**config.mk**
```make
export PLATFORM = sky130hd
export DESIGN_NAME = baud_rate_gen
export DESIGN_NICKNAME = d
export VERILOG_FILES = /design/src/rtl/brg_pkg.sv /design/src/rtl/brg_tc_regs.sv /design/src/rtl/brg_half_counter.sv /design/src/rtl/brg_mode_div.sv /design/src/rtl/baud_rate_gen.sv
export SDC_FILE = /design/constraint.sdc
export NUM_CORES = 1
export LEC_CHECK = 0
export ABC_CLOCK_PERIOD_IN_PS = 2350
export BUFFER_PORTS_ARGS = -buffer_cell sky130_fd_sc_hd__buf_2
export CORE_ASPECT_RATIO = 1.75
export CORE_MARGIN = 2
export CORE_UTILIZATION = 30
export CTS_CLUSTER_DIAMETER = 80
export CTS_CLUSTER_SIZE = 10
export DETAILED_ROUTE_END_ITERATION = 10
export GPL_TIMING_DRIVEN = 1
export PLACE_DENSITY_LB_ADDON = 0.2
export SLEW_MARGIN = 10
export SYNTH_ARGS = -nofsm -noshare
export SYNTH_HDL_FRONTEND = slang
export SYNTH_SLANG_ARGS = --single-unit
```
**constraint.sdc**
```tcl
create_clock -name clk -period 2.35 [get_ports clk]
set_input_delay 0.235 -clock clk [delete_from_list [all_inputs] [get_ports clk]]
set_output_delay 0.235 -clock clk [all_outputs]
set_load 0.01 [all_outputs]
```
**src/rtl/brg_pkg.sv**
```systemverilog
// Shared types and helpers for the baud rate generator.
// Assumes the mode field is two bits wide and encodes four divisors.
package brg_pkg;

    // Largest clock-mode divisor; sizes the mode divider counter.
    localparam int unsigned MAX_DIVISOR = 64;

    // Clock-mode selection codes as seen on the mode_sel port.
    typedef enum logic [1:0] {
        MODE_X1  = 2'b00,
        MODE_X16 = 2'b01,
        MODE_X32 = 2'b10,
        MODE_X64 = 2'b11
    } brg_mode_e;

    // Return the number of baud clock rising edges per bit strobe.
    function automatic int unsigned mode_divisor(brg_mode_e mode);
        case (mode)
            MODE_X1:  return 1;
            MODE_X16: return 16;
            MODE_X32: return 32;
            default:  return MAX_DIVISOR;
        endcase
    endfunction

endpackage

```
**src/rtl/brg_tc_regs.sv**
```systemverilog
// Time-constant register pair.
// Holds the reload value as BYTE_LANES separately written bytes.
// Assumes a write port of one byte lane per access, selected by sel.
// Writes change only the stored value; the counter reads it at reload.
module brg_tc_regs #(
    parameter int DATA_W     = 8,
    parameter int BYTE_LANES = 2,
    localparam int TC_W      = DATA_W * BYTE_LANES,
    localparam int SEL_W     = (BYTE_LANES > 1) ? $clog2(BYTE_LANES) : 1
) (
    input  logic              clk,
    input  logic              rst_n,
    input  logic              wr_en,
    input  logic [SEL_W-1:0]  wr_sel,
    input  logic [DATA_W-1:0] wr_data,
    output logic [TC_W-1:0]   tc
);

    logic [BYTE_LANES-1:0][DATA_W-1:0] lane_q;

    // Store a written byte in the selected lane; clear every lane on reset.
    always_ff @(posedge clk) begin
        if (!rst_n) begin
            lane_q <= '0;
        end else if (wr_en) begin
            for (int i = 0; i < BYTE_LANES; i++) begin
                if (wr_sel == SEL_W'(i)) begin
                    lane_q[i] <= wr_data;
                end
            end
        end
    end

    // Present the lanes as one little-endian reload word.
    assign tc = lane_q;

endmodule

```
**src/rtl/brg_half_counter.sv**
```systemverilog
// Reloading down counter with a divide-by-two output flip-flop.
// A half period is TC+2 clocks: TC down to 0 (TC+1 cycles) plus one
// reload cycle. The edge at which enable is first seen high loads TC
// and acts as the reload of the first half period.
// Assumes tc may change at any time; it is sampled only when loading.
module brg_half_counter #(
    parameter int TC_W = 16
) (
    input  logic            clk,
    input  logic            rst_n,
    input  logic            enable,
    input  logic [TC_W-1:0] tc,
    output logic            baud_clk,
    output logic            start,
    output logic            rise_tick
);

    logic            en_q;
    logic            reload_q;
    logic            baud_q;
    logic [TC_W-1:0] cnt_q;
    logic            running;
    logic            at_zero;
    logic            toggle;

    // Remember the previous enable so a rising edge can be found.
    always_ff @(posedge clk) begin
        if (!rst_n) begin
            en_q <= 1'b0;
        end else begin
            en_q <= enable;
        end
    end

    assign start     = enable & ~en_q;
    assign running   = enable & en_q;
    assign at_zero   = (cnt_q == '0);
    assign toggle    = running & ~reload_q & at_zero;
    assign rise_tick = toggle & ~baud_q;

    // Count down, spend one reload cycle after zero, and hold when disabled.
    always_ff @(posedge clk) begin
        if (!rst_n) begin
            cnt_q    <= '0;
            reload_q <= 1'b0;
        end else if (start) begin
            cnt_q    <= tc;
            reload_q <= 1'b0;
        end else if (running) begin
            if (reload_q) begin
                cnt_q    <= tc;
                reload_q <= 1'b0;
            end else if (at_zero) begin
                reload_q <= 1'b1;
            end else begin
                cnt_q <= cnt_q - 1'b1;
            end
        end
    end

    // Divide-by-two stage: flip once per terminal count.
    always_ff @(posedge clk) begin
        if (!rst_n) begin
            baud_q <= 1'b0;
        end else if (toggle) begin
            baud_q <= ~baud_q;
        end
    end

    assign baud_clk = baud_q;

endmodule

```
**src/rtl/brg_mode_div.sv**
```systemverilog
// Clock-mode divider: counts rising edges of the baud clock and raises
// a one-cycle strobe on every m-th one, m chosen by the mode field.
// The strobe is registered on the same edge at which the baud clock
// rises, so both become visible in the same cycle.
// Assumes rise_tick pulses are at least two cycles apart.
module brg_mode_div
    import brg_pkg::*;
#(
    parameter int DIV_W = $clog2(MAX_DIVISOR)
) (
    input  logic      clk,
    input  logic      rst_n,
    input  logic      start,
    input  logic      rise_tick,
    input  brg_mode_e mode,
    output logic      strobe
);

    logic [DIV_W-1:0] edge_cnt_q;
    logic [DIV_W-1:0] last_edge;
    logic             wrap;

    assign last_edge = DIV_W'(mode_divisor(mode) - 1);
    assign wrap      = (edge_cnt_q >= last_edge);

    // Count baud rising edges, restarting from zero at each enable start.
    always_ff @(posedge clk) begin
        if (!rst_n) begin
            edge_cnt_q <= '0;
        end else if (start) begin
            edge_cnt_q <= '0;
        end else if (rise_tick) begin
            edge_cnt_q <= wrap ? '0 : edge_cnt_q + 1'b1;
        end
    end

    // Raise the strobe for one cycle when the edge count wraps.
    always_ff @(posedge clk) begin
        if (!rst_n) begin
            strobe <= 1'b0;
        end else begin
            strobe <= rise_tick & wrap & ~start;
        end
    end

endmodule

```
**src/rtl/baud_rate_gen.sv**
```systemverilog
// Programmable baud rate generator top level.
// Byte-wise time-constant registers feed a reloading down counter with
// a divide-by-two output; an optional mode divider yields a bit strobe.
// Assumes a single clock domain and a synchronous active-low reset.
module baud_rate_gen
    import brg_pkg::*;
#(
    parameter int DATA_W    = 8,
    parameter bit STROBE_EN = 1'b1,
    localparam int LANES    = 2,
    localparam int TC_W     = DATA_W * LANES,
    localparam int DIV_W    = $clog2(MAX_DIVISOR)
) (
    input  logic              clk,
    input  logic              rst_n,
    input  logic              wr_en,
    input  logic              wr_sel,
    input  logic [DATA_W-1:0] wr_data,
    input  logic              enable,
    input  logic [1:0]        mode_sel,
    output logic              baud_clk,
    output logic              bit_strobe
);

    logic [TC_W-1:0] tc;
    logic            start;
    logic            rise_tick;

    brg_tc_regs #(
        .DATA_W     (DATA_W),
        .BYTE_LANES (LANES)
    ) u_regs (
        .clk     (clk),
        .rst_n   (rst_n),
        .wr_en   (wr_en),
        .wr_sel  (wr_sel),
        .wr_data (wr_data),
        .tc      (tc)
    );

    brg_half_counter #(
        .TC_W (TC_W)
    ) u_count (
        .clk       (clk),
        .rst_n     (rst_n),
        .enable    (enable),
        .tc        (tc),
        .baud_clk  (baud_clk),
        .start     (start),
        .rise_tick (rise_tick)
    );

    // Build the mode divider only when the strobe is wanted.
    generate
        if (STROBE_EN) begin : g_strobe
            brg_mode_div #(
                .DIV_W (DIV_W)
            ) u_div (
                .clk       (clk),
                .rst_n     (rst_n),
                .start     (start),
                .rise_tick (rise_tick),
                .mode      (brg_mode_e'(mode_sel)),
                .strobe    (bit_strobe)
            );
        end else begin : g_no_strobe
            logic unused_bits;
            assign unused_bits = ^{start, rise_tick, mode_sel};
            assign bit_strobe  = 1'b0;
        end
    endgenerate

endmodule

```
# After elaboration in Yosys (flattened, before gate mapping)
# Cells that the tools add are included.
# word_totals
register_bits	42
in_bits	15
word_cells	43
# classes
addsub	3
n_lt_le_gt_ge	1
eq_ne	3
muxes	8
n_bitwise	13
reduce_logical	7
# ops
op	count
16-bit 2-to-1 mux	4
6-bit case mux with 3 select lines	1
16-bit zero test	1
16-bit by 1-bit subtractor with 16-bit output, second input constant	1
1-bit AND	7
6-bit by 1-bit adder with 6-bit output, second input constant	1
6-bit >= comparator	1
6-bit 2-to-1 mux	1
1-bit NOT	6
2-bit AND reduction	3
6-bit by 1-bit subtractor with 6-bit output, second input constant	1
3-bit by 1-bit inequality test with 1-bit output, second input constant	1
2-bit by 1-bit == test with 1-bit output, second input constant	1
2-bit == test, second input constant	1
2-bit zero test	1
1-bit 2-to-1 mux	2
2-bit nonzero test	1
2-bit OR reduction	1

# Longest topological paths before layout
# Gate-level depths: netlist of the first run.
# depth
word_depth	6
depth_mapped	8
ltp_nobuf	7

# Cells and area by module
# Synthesis of the first run repeated with hierarchy kept, for this count alone.
# unflattened
hier_cells	262
hier_area_um2	2203.4
# modules_own_cells
module	n_inst	cells_per_inst	area_per_inst_um2	seq_area_each_um2
brg_half_counter	1	157	1202.4	380.4
brg_tc_regs	1	62	620.6	320.3
brg_mode_div	1	43	380.4	140.1

# Worst setup path before layout of the first run
# Ideal clock, no wire load.
# synth_path
path_type	reg-to-reg
from	register u_count.cnt_q[0]
to	register u_count.cnt_q[11]
setup_time_ps	92
t_arrival_ps	2003
t_required_ps	2258
slack_ps	255
stages_incl_launch_ff	9
n_path_buf	1
synth_period_minus_slack_ps	2095
path_cell_list	dfxtp_1 -> inv_1 -> ha_1 -> or4b_4 -> or3_4 -> o21ai_4 -> buf_6 -> a21oi_1 -> o32ai_1
# synth_between
elab_chain_cells	5
# synth_lines
element	line_no	source
from (decl)	brg_half_counter.sv:21	logic [TC_W-1:0] cnt_q;
from (signal assigned)	brg_half_counter.sv:47	cnt_q <= tc;
from (signal assigned)	brg_half_counter.sv:51	cnt_q <= tc;
from (signal assigned)	brg_half_counter.sv:56	cnt_q <= cnt_q - 1'b1;
16-bit by 1-bit subtractor with 16-bit output	brg_half_counter.sv:56	
16-bit 2-to-1 mux	brg_half_counter.sv:53	end else if (at_zero) begin
16-bit 2-to-1 mux	brg_half_counter.sv:50	if (reload_q) begin
16-bit 2-to-1 mux	brg_half_counter.sv:49	end else if (running) begin
16-bit 2-to-1 mux	brg_half_counter.sv:46	end else if (start) begin
# Parallel ways exist; a longest one is shown, timed or not. The select of a mux whose other input is x is not followed.
# A chain may end at the register's enable or synchronous reset.

# Worst setup path after layout of the first run
# layout_path
from	register u_count.cnt_q[0]
to	register u_count.cnt_q[10]
# The elaborated chain is that of the path after synthesis.

==> out/metrics.csv, run 1 <==
metric;value;unit
Clock Skews;3.24;ps
CTS Buffer Depth;2;
largest family of logic cells by synthesized area;simple AND/OR/NAND/NOR gates;
Final Setup Violations;0;
RSZ-0062 raised after global routing;false;
Syn-to-layout area delta;15.9;%
Synth Register Bits;42;
Slew HR;66.2;%
ys async rst share;0;%
mux share of post-synthesis cell area;0.459;%
Final Hold Fails;0;
Final #Nets;319;
count of final max-slew check failures;0;
Setup CP Type;reg2reg;
Post-synth EDFFs;0;
dpl cell area;2390;um^2
initial antenna violation count;0;
H-tree levels;2;
CP max-delay cell;or4b_4;
Core Rows;41;
Root Driver;clkbuf_16;
status;finished, final reports clean;
post-route ant nets;0;
fin cells;385;
total wire length;5.47;mm
die area;7990;um^2
TritonCTS Buffers;5;
Cells after DPL;378;
via count;1994;
Clock Sinks;42;
post-route cell area;2530;um^2
post-detail-place hpwl;4.02;mm
number of global-route vias before repair;1986;
clock slew at reported path FFs;60;ps
Setup TNS Final;0;ps
Max VDD drop;0.383;mV
Chip Width;68.5;um
num ports;17;
hold buffer count at CTS;0;
XOR/XNOR Fraction of Synth Area;0.402;%
post-route clock period utilization;95.1;%
share of layout cells above drive strength 1;15.7;%
largest net degree at the start of global routing;29;
DR pass1 iterations;6;
crit path DAT;2410;ps
compound-gate portion of the synthesized area;25.4;%
Max-cap violations;0;
Distinct cells, synth;46;
clk_lat worst skew;280;ps
first-pass GRT wire length;9.22;mm
routability cong.;0.741;
Via density;5.18;
DR iter-0 viols;100;
post_cts resized;0;
Initial Utilization;30.6;%
fmax;447;MHz
worst hold path class;in2reg;
crit start category;register;
syn nets;301;
CORE AREA;7130;um^2
pwr/cell area;797;nW/um^2
# DRC;0;
mapped cell area;2180;um^2
Worst Path Max Fanout;19;
synth warn;0;
Post-Synthesis Cells;281;
post-layout min period;2240;ps
Total GRT Usage;15.4;%
worst-path cell chain;inv_1 > ha_1 > or4b_4 > or3_4 > o21ai_4 > buf_12 > a21oi_1 > o21a_1;
total grt overflow;0;
Pwr Total;2.01;mW
number of port buffers;16;
Seq/Total Area, Yosys;38.6;%
CTS tree;yes;
Post-synth top flop;dfxtp_1;
ant diodes;0;
Static Leak;0.940;nW
syn_area_per_cell;7.76;um^2
Post-CTS Setup Repair Bufs;0;
Worst Path Required;2530;ps
Wirelength per Cell;14.2;um
max incr delay on CP;510;ps
Adder-Cell Fraction of Synth Area;2.87;%
die height;117;um
Worst Setup End Kind;register;
post-synthesis simple-gate area fraction;28.1;%
slew at the pin with the worst max-slew slack;506;ps
==> synthesized netlist by cell type (all sizes together) (2+ instances only) <==
library cell	n	area, um^2
a21boi	12	90.1
a21o	4	30.0
a21oi	31	155
a22oi	2	15.0
a31o	3	26.3
a31oi	3	18.8
and2	2	12.5
and3	3	18.8
buf	3	21.3
clkbuf	13	48.8
dfxtp	42	841
ha	5	62.6
inv	5	18.8
nand2	51	191
nand2b	4	25.0
nand3	24	120
nand3b	3	22.5
nand4b	3	26.3
nor2	13	48.8
nor2b	3	18.8
nor3	6	35.0
o211ai	3	22.5
o21ai	18	101
o32ai	2	17.5
o41ai	3	26.3
or2	4	25.0
or3	3	23.8
or4	2	18.8
==> sequential cells by signal, summed over array words and instances, names as in the netlist <==
| name | count |
|---|---|
| u_count.baud_clk | 1 |
| u_regs.tc | 16 |
| g_strobe.u_div.strobe | 1 |
| u_count.en_q | 1 |
| u_count.reload_q | 1 |
| u_count.cnt_q | 16 |
| g_strobe.u_div.edge_cnt_q | 6 |
==> final cells by class <==
cell class,count,area [um^2]
sequential,42,841
tap,86,108
inverter,6,22.5
fill,758,4600
clock buffer,5,125
multi-input combinational,217,1250
clock inverter,2,10.0
timing repair buffer,27,175
==> power breakdown <==
part / switching (mW) / internal, mW / total (mW)
clock network: 0.274 / 0.384 / 0.657
logic: 0.289 / 0.245 / 0.535
registers: 0.0533 / 0.769 / 0.823
total: 0.616 / 1.40 / 2.01
==> routing by layer <==
layer / global-route usage, % / routed length [um]
met5: 0 / 0
met4: 5.87 / 76
met3: 3.06 / 143
met2: 29.1 / 2970
met1: 16.0 / 2280
==> critical path: cells and delay by family (launching register included) <==
family          cells  cell delay [ps]
flops               1              330
fa+ha+maj           1              200
compound gates      3              410
buf+inv             2              240
simple gates        2              950
==> cell usage in the layout, fill, tap and decap left out, types with 3 or more instances in the layout <==
| master | count |
|---|---|
| nor2_1 | 13 |
| a31o_2 | 3 |
| ha_1 | 5 |
| buf_2 | 16 |
| a21boi_0 | 10 |
| and3_1 | 3 |
| or2_2 | 4 |
| dfxtp_1 | 42 |
| o41ai_1 | 3 |
| clkbuf_16 | 5 |
| nor2b_1 | 3 |
| nand2b_1 | 4 |
| inv_1 | 5 |
| a21oi_1 | 31 |
| nand3_1 | 24 |
| nand3b_1 | 3 |
| nor3_1 | 5 |
| a31oi_1 | 3 |
| nand4b_1 | 3 |
| a21o_1 | 4 |
| o21ai_0 | 15 |
| buf_4 | 10 |
| o211ai_1 | 3 |
| nand2_1 | 51 |
==> logic make-up after synthesis <==
group | Yosys count
AO/OA/AOI/OAI | 87
XOR/XNOR | 1
adder cells (fa/ha/maj) | 5
buffers and inverters | 22
flip-flops | 42
multiplexers | 1
AND/OR/NAND/NOR | 123
==> through the flow <==
step	utilization (%)	setup slack, ps	hold WS, ps
detailed placement	33.6	128	451
global route	35.5	22.6	204
CTS	35.5	103	199
global placement	33.6	180	444
finish	35.5	114	206
floorplan	-	255	357
==> worst paths after layout <==
check | cells past startpoint | to | from | slack (ps)
worst min register to register | 2 | u_regs.tc[1] | u_regs.tc[1] | 460
worst max-delay path | 8 | u_count.cnt_q[10] | u_count.cnt_q[0] | 110
worst max register to register | 8 | u_count.cnt_q[10] | u_count.cnt_q[0] | 110
worst min-delay path | 3 | u_regs.tc[3] | wr_data[3] | 210
(Power assumes the default switching activity.)
==> inputs of run 2 (changes only) <==
Settings changed: CELL_PAD_IN_SITES_DETAIL_PLACEMENT set to 2, CELL_PAD_IN_SITES_GLOBAL_PLACEMENT set to 2.
==> run 2 against run 1 <==
Effect of this change: count of clock-buffer cells in the layout increased by 1; register-to-register slack got worse by 50 ps; combinational power increased by 18%; core utilization increased by 2.1 points; global-route usage increased by 4.1 points; maximum frequency decreased by 2.2%; worst hold slack improved by 8.9 ps.
==> out/metrics.csv, run 2 (synthesis gave the netlist of run 1 again) <==
metric;value;unit
Worst Setup End Kind;register;
DR iter-0 viols;26;
Pwr Total;2.26;mW
share of layout cells above drive strength 1;18.8;%
ant diodes;0;
worst hold path class;in2reg;
die height;117;um
pwr/cell area;842;nW/um^2
first-pass GRT wire length;11.4;mm
Worst Path Max Fanout;5;
Post-Route Utilization;37.6;%
via count;2144;
Chip Width;68.5;um
die area;7990;um^2
CTS tree;yes;
routability cong.;0.769;
hold buffer count at CTS;0;
combinational cell fraction of total power;28.0;%
Clock Sinks;42;
post-layout min period;2290;ps
commonest non-fill, non-tap cells in the layout;51 x nand2_1, 42 x dfxtp_1, 31 x a21oi_1;
Static Leak;1.02;nW
number of port buffers;16;
clock group share of total power;35.9;%
crit path DAT;2510;ps
Wirelength per Cell;17.8;um
Setup TNS Final;0;ps
Max VDD drop;0.360;mV
sw frac;30.1;%
Final Hold Fails;0;
initial antenna violation count;0;
sw power;0.679;mW
crit start category;register;
Initial Utilization;30.6;%
Final Setup Violations;0;
number of global-route vias before repair;2233;
largest net degree at the start of global routing;27;
Reg2Reg Launch Point;u_count.cnt_q[1];
Root Driver;clkbuf_16;
total grt overflow;0;
CORE AREA;7130;um^2
Int Pwr;1.58;mW
DR pass1 iterations;4;
TritonCTS Buffers;5;
Clock Skews;3.89;ps
fmax;437;MHz
Max-cap violations;0;
dpl cell area;2450;um^2
Final #Nets;328;
Flop pwr share;36.1;%
Slew HR;56.6;%
post-route cell area;2680;um^2
H-tree levels;2;
hold_sp;wr_data[1];
post_cts resized;0;
leading cell type in the layout, fill and taps excluded;nand2_1;
count of final max-slew check failures;0;
clock slew at reported path FFs;60;ps
Total GRT Usage;19.5;%
Worst Path Required;2570;ps
Syn-to-layout area delta;22.8;%
slew at the pin with the worst max-slew slack;649;ps
num ports;17;
clk_lat worst skew;290;ps
CTS Buffer Depth;2;
total wire length;6.99;mm
post-route ant nets;0;
crit path from;u_count.cnt_q[1];
# DRC;0;
Via density;5.44;
post-detail-place hpwl;5.22;mm
status;finished, final reports clean;
post-route clock period utilization;97.3;%
Setup CP Type;reg2reg;
Post-CTS Setup Repair Bufs;0;
Core Rows;41;
==> run 2: cell types whose count changed in the layout (fill, tap and decap cells not counted) <==
cell / delta
clkinv_2: -2
clkbuf_16: +2
clkbuf_8: +1
inv_1: -1
ha_4: +1
bufinv_16: +1
ha_1: -1
buf_4: +7
inv_2: +1
==> run 2: critical path, stage by stage, from the launching register on <==
cell	delay, ps
dfxtp_1	330
inv_1	110
ha_4	160
or4b_4	500
or3_4	420
o21ai_4	260
clkbuf_16	210
o21ai_0	80
a21oi_1	140
==> run 2: power groups by stage <==
stage               Combinational (mW)  Clock, mW  Sequential, mW
floorplan                        0.381          0           0.820
global placement                 0.587          0           0.826
detailed placement               0.599          0           0.828
CTS                              0.608      0.835           0.813
global route                     0.697      0.866           0.823
finish                           0.631      0.810           0.814
==> run 2: area by class of cell <==
| type | instances | area (um^2) |
|---|---|---|
| Clock inverter | 1 | 30.0 |
| Sequential cell | 42 | 841 |
| Clock buffer | 6 | 139 |
| Inverter | 6 | 22.5 |
| Fill cell | 844 | 4450 |
| Multi-Input combinational cell | 217 | 1260 |
| Timing Repair Buffer | 36 | 278 |
| Tap cell | 86 | 108 |
==> run 2: path summary, 6_finish.rpt <==
path	endpoint	slack, ps	depth (start not counted)
worst min-delay path	u_regs.tc[1]	220	3
worst max register to register	u_count.cnt_q[13]	60	8
worst min register to register	u_regs.tc[5]	460	2
worst max-delay path	u_count.cnt_q[13]	60	8
==> run 2: through the flow <==
stage / hold slack (ps) / setup WS (ps) / cells
CTS: 207 / 59.4 / 392
global placement: 449 / 177 / 385
detailed placement: 455 / 86.9 / 385
finish: 215 / 63.5 / 394
global route: 220 / -10.6 / 394
floorplan: 357 / 255 / 281
==> run 2: routing by layer <==
metal  vias up  global-route usage [%]  wire length [um]
met3         9                    3.73               132
li1       1056                       -                 -
met5         -                       0                 0
met2        22                    37.9              4110
met4         0                    7.60               155
met1      1057                    19.2              2600
==> inputs of run 3 (changes only) <==
Settings changed: ABC_CLOCK_PERIOD_IN_PS 2350 to 2700.
Clock period 2.35 ns to 2.7 ns, I/O delays scaled along.
==> run 3 against run 2 <==
Effect of this change: wire length down 4.0%; sequential power down 12%; sequential share of layout area up 2.1 points; global-route usage down 0.52 points; worst hold slack better by 34 ps; power down 21%; via count down 2.1%; critical path depth down 1; register-to-register slack better by 180 ps.
==> out/metrics.csv, run 3 (synthesis gave the netlist of run 1 again) <==
metric;value;unit
Pwr Total;1.79;mW
Syn-to-layout area delta;14.9;%
post-route ant nets;0;
Hold WS;249;ps
Clock Skews;5.20;ps
Cells after DPL;375;
fill count;864;
H-tree levels;2;
post-layout min period;2460;ps
pwr/cell area;715;nW/um^2
clock group share of total power;34.3;%
Worst Setup End Kind;register;
Post-Route Utilization;35.1;%
slew at the pin with the worst max-slew slack;937;ps
CORE AREA;7130;um^2
num ports;17;
Setup WS post-layout;245;ps
Final Hold Fails;0;
M2 GR Usage;37.8;%
number of global-route vias before repair;2298;
sw power;0.565;mW
Final #Nets;316;
post-detail-place hpwl;5.15;mm
total grt overflow;0;
first-pass GRT wire length;11.2;mm
Chip Width;68.5;um
worst hold path depth;3;
Slew HR;37.4;%
count of final max-slew check failures;0;
crit start category;register;
RSZ-0062 raised after global routing;false;
# DRC;0;
Max-cap violations;0;
CTS Buffer Depth;2;
Static Leak;0.925;nW
DR pass1 iterations;4;
Reg2Reg Launch Point;u_count.cnt_q[0];
fmax;407;MHz
die area;7990;um^2
worst hold path class;in2reg;
share of layout cells above drive strength 1;14.8;%
dpl cell area;2360;um^2
Wirelength per Cell;17.5;um
sw frac;31.5;%
Core Rows;41;
largest net degree at the start of global routing;27;
Max VDD drop;0.323;mV
fin cells;383;
Worst Path Max Fanout;19;
TritonCTS Buffers;5;
Via density;5.48;
routability cong.;0.728;
combinational cell fraction of total power;25.7;%
DP Worst Slack;220;ps
hold_sp;wr_data[4];
Int Pwr;1.23;mW
Total GRT Usage;19.0;%
Flop pwr share;39.9;%
commonest non-fill, non-tap cells in the layout;51 x nand2_1, 42 x dfxtp_1, 31 x a21oi_1;
GRT Max-Usage Layer;met2;
hold buffer count at CTS;0;
via count;2098;
worst hold endpoint;u_regs.tc[4];
Clock Sinks;42;
initial antenna violation count;0;
clk_lat worst skew;290;ps
post_cts resized;0;
Root Driver;clkbuf_16;
Setup TNS Final;0;ps
Worst Path Required;2920;ps
Final Setup Violations;0;
Initial Utilization;30.6;%
die height;117;um
leading cell type in the layout, fill and taps excluded;nand2_1;
DR iter-0 viols;37;
Post-CTS Setup Repair Bufs;0;
post-route clock period utilization;90.9;%
ant diodes;0;
setup slack, reg-to-reg;240;ps
status;finished, final reports clean;
post-route cell area;2510;um^2
crit path DAT;2670;ps
Setup CP Type;reg2reg;
FF-to-FF End;u_count.cnt_q[15];
Worst R2R Path Depth;7;
total wire length;6.72;mm
CTS tree;yes;
clock slew at reported path FFs;60;ps
met1 Track Usage GR;17.9;%
met3 Track Usage GR;3.06;%
number of port buffers;16;
## run 3: layout make-up
class                   count  area, um^2  share of cell area, %
well taps                  86         108                   4.29
clock inverters             1        5.00                  0.200
repair buffers             24         140                   5.59
flip-flops and latches     42         841                   33.5
clock buffers               7         143                   5.69
inverters                   6        22.5                  0.899
multi-input cells         217        1250                   49.8
## run 3: how the worst max path moves through the flow
| stage | from | to | slack, ps | cells past startpoint |
|---|---|---|---|---|
| global route | u_count.cnt_q[0] | u_count.cnt_q[15] | 50 | 7 |
| detailed placement | u_count.cnt_q[0] | u_count.cnt_q[14] | 220 | 7 |
| global placement | u_count.cnt_q[0] | u_count.cnt_q[13] | 310 | 7 |
| CTS | u_count.cnt_q[0] | u_count.cnt_q[15] | 200 | 7 |
| floorplan | u_count.cnt_q[0] | u_count.cnt_q[11] | 600 | 8 |
| finish | u_count.cnt_q[0] | u_count.cnt_q[15] | 240 | 7 |
## run 3: power by group through the flow
stage          clock, mW  sequential [mW]  combinational [mW]
4_1_cts            0.635            0.716               0.471
5_1_grt            0.658            0.724               0.516
2_1_floorplan          0            0.714               0.331
3_5_place_dp           0            0.730               0.468
6_report           0.615            0.716               0.461
3_3_place_gp           0            0.726               0.460
## run 3: routing by layer
| metal | part of all wire, % | routed length, um | vias up |
|---|---|---|---|
| met5 | 0 | 0 | - |
| met2 | 57 | 3850 | 26 |
| met3 | 2.0 | 131 | 13 |
| met4 | 3.1 | 207 | 0 |
| li1 | - | - | 1028 |
| met1 | 38 | 2520 | 1031 |
## run 3: worst max-delay path: stages (launching register included)
cell	delay, ps
dfxtp_1	330
inv_1	90
ha_1	210
or4b_4	520
or3_4	440
o21ai_4	460
o21ai_0	180
a21oi_1	160
